[config.mk]
export PLATFORM = sky130hd
export DESIGN_NAME = sd_init_seq
export DESIGN_NICKNAME = d
export VERILOG_FILES = /design/src/rtl/sd_init_pkg.sv /design/src/rtl/sd_rsp_fields.sv /design/src/rtl/sd_try_counter.sv /design/src/rtl/sd_init_fsm.sv /design/src/rtl/sd_init_seq.sv
export SDC_FILE = /design/constraint.sdc
export NUM_CORES = 1
export LEC_CHECK = 0
export BUFFER_PORTS_ARGS = -buffer_cell sky130_fd_sc_hd__buf_2
export CORE_MARGIN = 8
export CORE_UTILIZATION = 50
export DETAILED_ROUTE_END_ITERATION = 10
export HOLD_SLACK_MARGIN = 0.12
export PLACE_DENSITY_LB_ADDON = 0.1
export SLEW_MARGIN = 20
export SYNTH_ARGS = -nofsm -noshare
export SYNTH_HDL_FRONTEND = slang
export SYNTH_SLANG_ARGS = --single-unit
[constraint.sdc]
create_clock -name clk -period 6.45 [get_ports clk]
set_input_delay 0.3225 -clock clk [delete_from_list [all_inputs] [get_ports clk]]
set_output_delay 0.3225 -clock clk [all_outputs]
set_load 0.01 [all_outputs]
[src/rtl/sd_init_pkg.sv]
package sd_init_pkg;

    typedef enum logic [2:0] {
        ST_IDLE,
        ST_DCLK,
        ST_ISSUE,
        ST_WAIT,
        ST_DONE,
        ST_FAIL
    } seq_state_e;

    typedef enum logic [3:0] {
        SP_GO_IDLE,
        SP_IF_COND,
        SP_APP_OP,
        SP_OP_COND,
        SP_ALL_CID,
        SP_REL_ADDR,
        SP_SELECT,
        SP_APP_BUS,
        SP_BUS_WIDTH
    } seq_step_e;

    typedef enum logic [2:0] {
        ER_NONE    = 3'd0,
        ER_TIMEOUT = 3'd1,
        ER_VOLT    = 3'd2,
        ER_PATTERN = 3'd3,
        ER_RETRY   = 3'd4
    } init_err_e;

    localparam logic [3:0]  HOST_VHS     = 4'h1;
    localparam logic [7:0]  ECHO_PATTERN = 8'hAA;
    localparam logic [23:0] VDD_WINDOW   = 24'hFF8000;
    localparam logic [1:0]  BUS_CODE_4   = 2'b10;
    localparam logic [1:0]  BUS_CODE_1   = 2'b00;

    typedef struct packed {
        logic        volt_ok;
        logic        echo_ok;
        logic        powered;
        logic        ccs;
        logic [15:0] new_rca;
    } rsp_fields_t;

    function automatic logic [5:0] step_cmd(seq_step_e s);
        case (s)
            SP_GO_IDLE:   return 6'd0;
            SP_IF_COND:   return 6'd8;
            SP_APP_OP:    return 6'd55;
            SP_OP_COND:   return 6'd41;
            SP_ALL_CID:   return 6'd2;
            SP_REL_ADDR:  return 6'd3;
            SP_SELECT:    return 6'd7;
            SP_APP_BUS:   return 6'd55;
            SP_BUS_WIDTH: return 6'd6;
            default:      return 6'd0;
        endcase
    endfunction

    function automatic logic [31:0] step_arg(seq_step_e s, logic [15:0] addr,
                                             logic hcs, logic wide);
        case (s)
            SP_IF_COND:   return {20'h0, HOST_VHS, ECHO_PATTERN};
            SP_APP_OP,
            SP_SELECT,
            SP_APP_BUS:   return {addr, 16'h0};
            SP_OP_COND:   return {1'b0, hcs, 6'b0, VDD_WINDOW};
            SP_BUS_WIDTH: return {30'h0, wide ? BUS_CODE_4 : BUS_CODE_1};
            default:      return 32'h0;
        endcase
    endfunction

endpackage

[src/rtl/sd_rsp_fields.sv]
module sd_rsp_fields
    import sd_init_pkg::*;
(
    input  logic [31:0] rsp_data,
    output rsp_fields_t fields
);
    logic unused_bits;
    assign unused_bits = ^rsp_data[15:12];

    always_comb begin
        fields.volt_ok = (rsp_data[11:8] == HOST_VHS);
        fields.echo_ok = (rsp_data[7:0] == ECHO_PATTERN);
        fields.powered = rsp_data[31];
        fields.ccs     = rsp_data[30];
        fields.new_rca = rsp_data[31:16];
    end
endmodule

[src/rtl/sd_try_counter.sv]
module sd_try_counter #(
    parameter int MAX_TRIES = 1000
) (
    input  logic clk,
    input  logic rst,
    input  logic clr,
    input  logic inc,
    output logic last
);
    localparam int CW = (MAX_TRIES > 1) ? $clog2(MAX_TRIES) : 1;
    localparam logic [CW-1:0] LAST_VAL = CW'(MAX_TRIES - 1);

    logic [CW-1:0] cnt;

    always_ff @(posedge clk) begin
        if (rst || clr)
            cnt <= '0;
        else if (inc && !last)
            cnt <= cnt + 1'b1;
    end

    assign last = (cnt == LAST_VAL);


    try_range_chk: assert property (@(posedge clk) disable iff (rst)
        cnt <= LAST_VAL);


    try_hold_chk: assert property (@(posedge clk) disable iff (rst)
        (last && !clr) |=> last);
endmodule

[src/rtl/sd_init_fsm.sv]
module sd_init_fsm
    import sd_init_pkg::*;
(
    input  logic        clk,
    input  logic        rst,
    input  logic        start,
    input  logic        wide_bus,
    input  logic        dclk_done,
    input  logic        rsp_valid,
    input  logic        rsp_timeout,
    input  rsp_fields_t fields,
    input  logic        try_last,
    output logic        try_clr,
    output logic        try_inc,
    output logic        dclk_en,
    output logic        cmd_req,
    output logic [5:0]  cmd_idx,
    output logic [31:0] cmd_arg,
    output logic [15:0] rca,
    output logic        high_cap,
    output logic        done,
    output logic [2:0]  err_code
);
    seq_state_e  state;
    seq_step_e   step;
    init_err_e   err_q;
    logic [15:0] rca_q;
    logic        v2_q;
    logic        hc_q;
    logic        wide_q;
    logic        can_start;

    assign can_start = (state == ST_IDLE) || (state == ST_DONE) || (state == ST_FAIL);
    assign try_clr   = can_start && start;
    assign try_inc   = (state == ST_WAIT) && rsp_valid && (step == SP_OP_COND)
                       && !fields.powered;

    always_ff @(posedge clk) begin
        if (rst) begin
            state  <= ST_IDLE;
            step   <= SP_GO_IDLE;
            err_q  <= ER_NONE;
            rca_q  <= 16'h0;
            v2_q   <= 1'b0;
            hc_q   <= 1'b0;
            wide_q <= 1'b0;
        end else begin
            case (state)
                ST_IDLE, ST_DONE, ST_FAIL: begin
                    if (start) begin
                        state  <= ST_DCLK;
                        step   <= SP_GO_IDLE;
                        err_q  <= ER_NONE;
                        rca_q  <= 16'h0;
                        v2_q   <= 1'b0;
                        hc_q   <= 1'b0;
                        wide_q <= wide_bus;
                    end
                end
                ST_DCLK: begin
                    if (dclk_done)
                        state <= ST_ISSUE;
                end
                ST_ISSUE: state <= ST_WAIT;
                ST_WAIT: begin
                    if (rsp_valid) begin
                        state <= ST_ISSUE;
                        case (step)
                            SP_GO_IDLE: step <= SP_IF_COND;
                            SP_IF_COND: begin
                                if (!fields.volt_ok) begin
                                    state <= ST_FAIL;
                                    err_q <= ER_VOLT;
                                end else if (!fields.echo_ok) begin
                                    state <= ST_FAIL;
                                    err_q <= ER_PATTERN;
                                end else begin
                                    v2_q <= 1'b1;
                                    step <= SP_APP_OP;
                                end
                            end
                            SP_APP_OP: step <= SP_OP_COND;
                            SP_OP_COND: begin
                                if (fields.powered) begin
                                    hc_q <= v2_q && fields.ccs;
                                    step <= SP_ALL_CID;
                                end else if (try_last) begin
                                    state <= ST_FAIL;
                                    err_q <= ER_RETRY;
                                end else begin
                                    step <= SP_APP_OP;
                                end
                            end
                            SP_ALL_CID: step <= SP_REL_ADDR;
                            SP_REL_ADDR: begin
                                if (fields.new_rca != 16'h0) begin
                                    rca_q <= fields.new_rca;
                                    step  <= SP_SELECT;
                                end
                            end
                            SP_SELECT:  step <= SP_APP_BUS;
                            SP_APP_BUS: step <= SP_BUS_WIDTH;
                            SP_BUS_WIDTH: state <= ST_DONE;
                            default: begin
                                state <= ST_FAIL;
                                err_q <= ER_TIMEOUT;
                            end
                        endcase
                    end else if (rsp_timeout) begin
                        if (step == SP_GO_IDLE) begin
                            state <= ST_ISSUE;
                            step  <= SP_IF_COND;
                        end else if (step == SP_IF_COND) begin
                            state <= ST_ISSUE;
                            step  <= SP_APP_OP;
                        end else begin
                            state <= ST_FAIL;
                            err_q <= ER_TIMEOUT;
                        end
                    end
                end
                default: state <= ST_IDLE;
            endcase
        end
    end

    assign dclk_en  = (state == ST_DCLK);
    assign cmd_req  = (state == ST_ISSUE);
    assign done     = (state == ST_DONE);
    assign cmd_idx  = step_cmd(step);
    assign cmd_arg  = step_arg(step, rca_q, v2_q, wide_q);
    assign rca      = rca_q;
    assign high_cap = hc_q;
    assign err_code = err_q;


    dclk_hold_chk: assert property (@(posedge clk) disable iff (rst)
        (state == ST_DCLK && !dclk_done) |=> !cmd_req);


    req_pulse_chk: assert property (@(posedge clk) disable iff (rst)
        cmd_req |=> !cmd_req);


    select_rca_chk: assert property (@(posedge clk) disable iff (rst)
        (cmd_req && step == SP_SELECT) |-> (rca_q != 16'h0));


    done_clean_chk: assert property (@(posedge clk) disable iff (rst)
        done |-> (err_q == ER_NONE && rca_q != 16'h0));


    hc_v2_chk: assert property (@(posedge clk) disable iff (rst)
        hc_q |-> v2_q);


    fail_code_chk: assert property (@(posedge clk) disable iff (rst)
        (state == ST_FAIL) |-> (err_q != ER_NONE));
endmodule

[src/rtl/sd_init_seq.sv]
module sd_init_seq
    import sd_init_pkg::*;
#(
    parameter int MAX_TRIES = 1000
) (
    input  logic        clk,
    input  logic        rst,
    input  logic        start,
    input  logic        wide_bus,
    input  logic        dclk_done,
    output logic        dclk_en,
    output logic        cmd_req,
    output logic [5:0]  cmd_idx,
    output logic [31:0] cmd_arg,
    input  logic        rsp_valid,
    input  logic [31:0] rsp_data,
    input  logic        rsp_timeout,
    output logic [15:0] rca,
    output logic        high_cap,
    output logic        done,
    output logic [2:0]  err_code
);
    rsp_fields_t fields;
    logic        try_clr;
    logic        try_inc;
    logic        try_last;

    sd_rsp_fields u_fields (
        .rsp_data (rsp_data),
        .fields   (fields)
    );

    sd_try_counter #(.MAX_TRIES(MAX_TRIES)) u_tries (
        .clk  (clk),
        .rst  (rst),
        .clr  (try_clr),
        .inc  (try_inc),
        .last (try_last)
    );

    sd_init_fsm u_fsm (
        .clk         (clk),
        .rst         (rst),
        .start       (start),
        .wide_bus    (wide_bus),
        .dclk_done   (dclk_done),
        .rsp_valid   (rsp_valid),
        .rsp_timeout (rsp_timeout),
        .fields      (fields),
        .try_last    (try_last),
        .try_clr     (try_clr),
        .try_inc     (try_inc),
        .dclk_en     (dclk_en),
        .cmd_req     (cmd_req),
        .cmd_idx     (cmd_idx),
        .cmd_arg     (cmd_arg),
        .rca         (rca),
        .high_cap    (high_cap),
        .done        (done),
        .err_code    (err_code)
    );
endmodule

==> flow_metrics.tcl <==
set metrics [dict create \
    slew_violations 0 \
    timing.fmax_mhz 337 \
    numPortBuffers 85 \
    synth_seq_area_share 0.351 \
    finalWeightedCongestion 0.792 \
    maxCapViolations 0 \
    synth_area_leader_cell "dfxtp_1" \
    synth_top_area_share 0.351 \
    tritoncts "done" \
    post_cts_buffers 0 \
    crit_arrival_ns 3.16 \
    clk_path_buf_depth 2 \
    min_path_type "in2reg" \
    post_cts_resized 0 \
    grt.total_usage 0.175 \
    cts_num_sinks 45 \
    clockPowerShare 0.387 \
    crit_path_top_delay_cell "nand3b_1" \
    grt_pass1_vias 2258 \
    setup_viol 0 \
    grt_max_degree 32 \
    swShare 0.250 \
    worst-path-max-fanout 22 \
    synth_seq_cells 45 \
    wl_per_cell_um 14.6 \
    cp-end-kind "flop" \
    drt_iter0_markers 141 \
    row_count 26 \
    clk_pin_slew_worst_paths_ns 0.09 \
    cts_root_buffer "clkbuf_8" \
    clkLatencyLatePin_ns 0.30 \
    tightest_slew_ns 0.936 \
    start_util 0.509 \
    timing.hold.ws_ns 0.259 \
    final_core_util 0.604 \
    cts_htree_levels 2 \
    power_frac_comb 0.117 \
    antenna_found_initial 0 \
    crit_type "reg2reg" \
    path_cells "nand2b_1, nand3b_1, a22o_4, o31a_1, a211oi_4, nand4b_1, o21ai_1" \
    finClkSkew_ns 0.00716 \
    drc 0 \
    first_pass_iters 5 \
    drive_above_1_share 0.309 \
    power_density_nw_per_um2 190 \
    route.final.wire_length_um 6570 \
    period_share 0.460 \
    viasPerCell 5.31 \
    worstRegToRegCells 7 \
    synthesis.area_um2 2560 \
    postCtsHoldBufs 0 \
    area_growth_syn_to_layout_pct 18.7 \
    ir_worst_vdd_mv 0.0840 \
    io_pins 100 \
    synthCells 308 \
    worstSetupStartpointType "flop" \
    status "finished clean" \
    synth-edff-count 0 \
    min_period_ns 2.97 \
    final_nets 418 \
    final-hold-violation-count 0 \
    ant_nets 0 \
    ys.flop_type "dfxtp_1" \
    cellLeakagePower_nw 1.40 \
    core_area_um2 5040 \
    grt_pass1_wl_um 10700 \
    syn_avg_cell_area_um2 8.33 \
    synthArstFlopShare 0 \
    p_switching_mw 0.145 \
    worstPathRequired_ns 6.64 \
    diodes 0 \
    slew_headroom 0.374 \
    dp_hpwl_um 4860 \
    synth_area_leaders "dfxtp_1 (35%), a21oi_1 (6.0%), buf_4 (4.1%)" \
    via_count 2384 \
    synth.distinct_cells 64 \
    setup_tns_ns 0 \
    slowest_delay_ns 0.65 \
    dieArea_um2 7680 \
    p_int_mw 0.435 \
    die_h_um 87.6 \
    yosys_warnings 0 \
    setup_ws_ns 3.48 \
    die_x_um 87.6 \
    rsz0062_at_grt "no" \
    hold_depth 3 \
    power_frac_seq 0.496 \
    dpl_worst_slack_ns 3.50 \
    power.total_mw 0.579 \
    cts-buffers-inserted 5 \
    globalRouteOverflowTotal 0 \
]
## synth_stat cells, drive strengths merged (2+ instances only)
cell type,n
dfxtp,45
a21oi,34
nand2,27
nor2,27
buf,20
nand3,20
clkbuf,12
and2,9
a21o,8
nand4,8
o21ai,8
nor2b,6
xor2,6
inv,5
nand2b,5
nor3b,5
nor4,5
and3,4
mux2i,4
nor3,4
or2b,4
or3,4
and2b,3
nand3b,3
a22o,2
a31oi,2
mux2,2
nand4b,2
nor4bb,2
o31ai,2
or2,2
## worst max-delay path, delay by kind of cell (launching register included)
family	cells	cell delay, ns
AOI/OAI and AO/OA	4	1.34
DFF	1	0.47
and+or+nand+nor	3	1.04
## worst paths after layout
kind | start | to | slack, ns
worst max-delay path | u_fsm.state[2] | u_fsm.cmd_idx[1] | 3.48
worst min-delay path | wide_bus | u_fsm.wide_q | 0.26
worst max register to register | u_fsm.state[2] | u_fsm.cmd_idx[1] | 3.48
worst min register to register | u_fsm.high_cap | u_fsm.high_cap | 0.47
## cell families after synthesis
group	Yosys count	synth area share
compound gates	65	0.170
xor+xnor	7	0.0239
fa+ha+maj	1	0.00488
buf+inv	37	0.0815
flops	45	0.351
mux	6	0.0273
other cells	1	0.00146
simple gates	146	0.340
## cell type report
type | count | area, um^2
tap | 70 | 87.6
fill | 480 | 2000
multi-input combinational | 235 | 1490
clock inverter | 1 | 30.0
timing repair buffer | 86 | 433
clock buffer | 7 | 86.3
sequential | 45 | 901
inverter | 5 | 18.8
## metrics by stage
step,cells,instance area [um^2]
2_1_floorplan,317,2600
3_3_place_gp,441,2930
3_5_place_dp,441,2930
4_1_cts,449,3050
5_1_grt,449,3050
6_report,449,3050
## flip-flops by register name (all words and copies together) (netlist names)
register	count
u_fsm.v2_q	1
u_fsm.err_code	3
u_fsm.cmd_idx	6
u_fsm.wide_q	1
u_fsm.rca	16
u_fsm.step	4
u_tries.cnt	10
u_fsm.state	3
u_fsm.high_cap	1
## placed cells by master, fill, tap and decap left out, types with 5 or more instances in the layout
cell type  netlist  final
xor2_1           6      6
dfxtp_1         45     45
nand3_1         20     20
nand2_1         27     27
buf_2            2     85
and2_1           9      9
conb_1           1     10
a21oi_1         31     31
nand4_1          8      8
nor2b_1          6      6
inv_1            5      5
a21o_1           8      8
nor2_1          25     25
clkbuf_8         0      6
o21ai_0          6      6
## power by group through the flow
stage	clock network [mW]	registers, mW	logic, mW
6_report	0.224	0.287	0.0680
5_1_grt	0.238	0.288	0.0750
4_1_cts	0.227	0.287	0.0679
3_5_place_dp	0	0.293	0.0677
3_3_place_gp	0	0.293	0.0673
2_1_floorplan	0	0.288	0.0576
## metal layers
metal	wire, um	global-route usage	share of wire	up-vias
li1	-	-	-	1195
met1	2870	0.211	0.44	1102
met2	3080	0.280	0.47	79
met3	539	0.0713	0.082	8
met4	72	0.0453	0.011	0
met5	0	0	0	-
(Power assumes the default switching activity.)
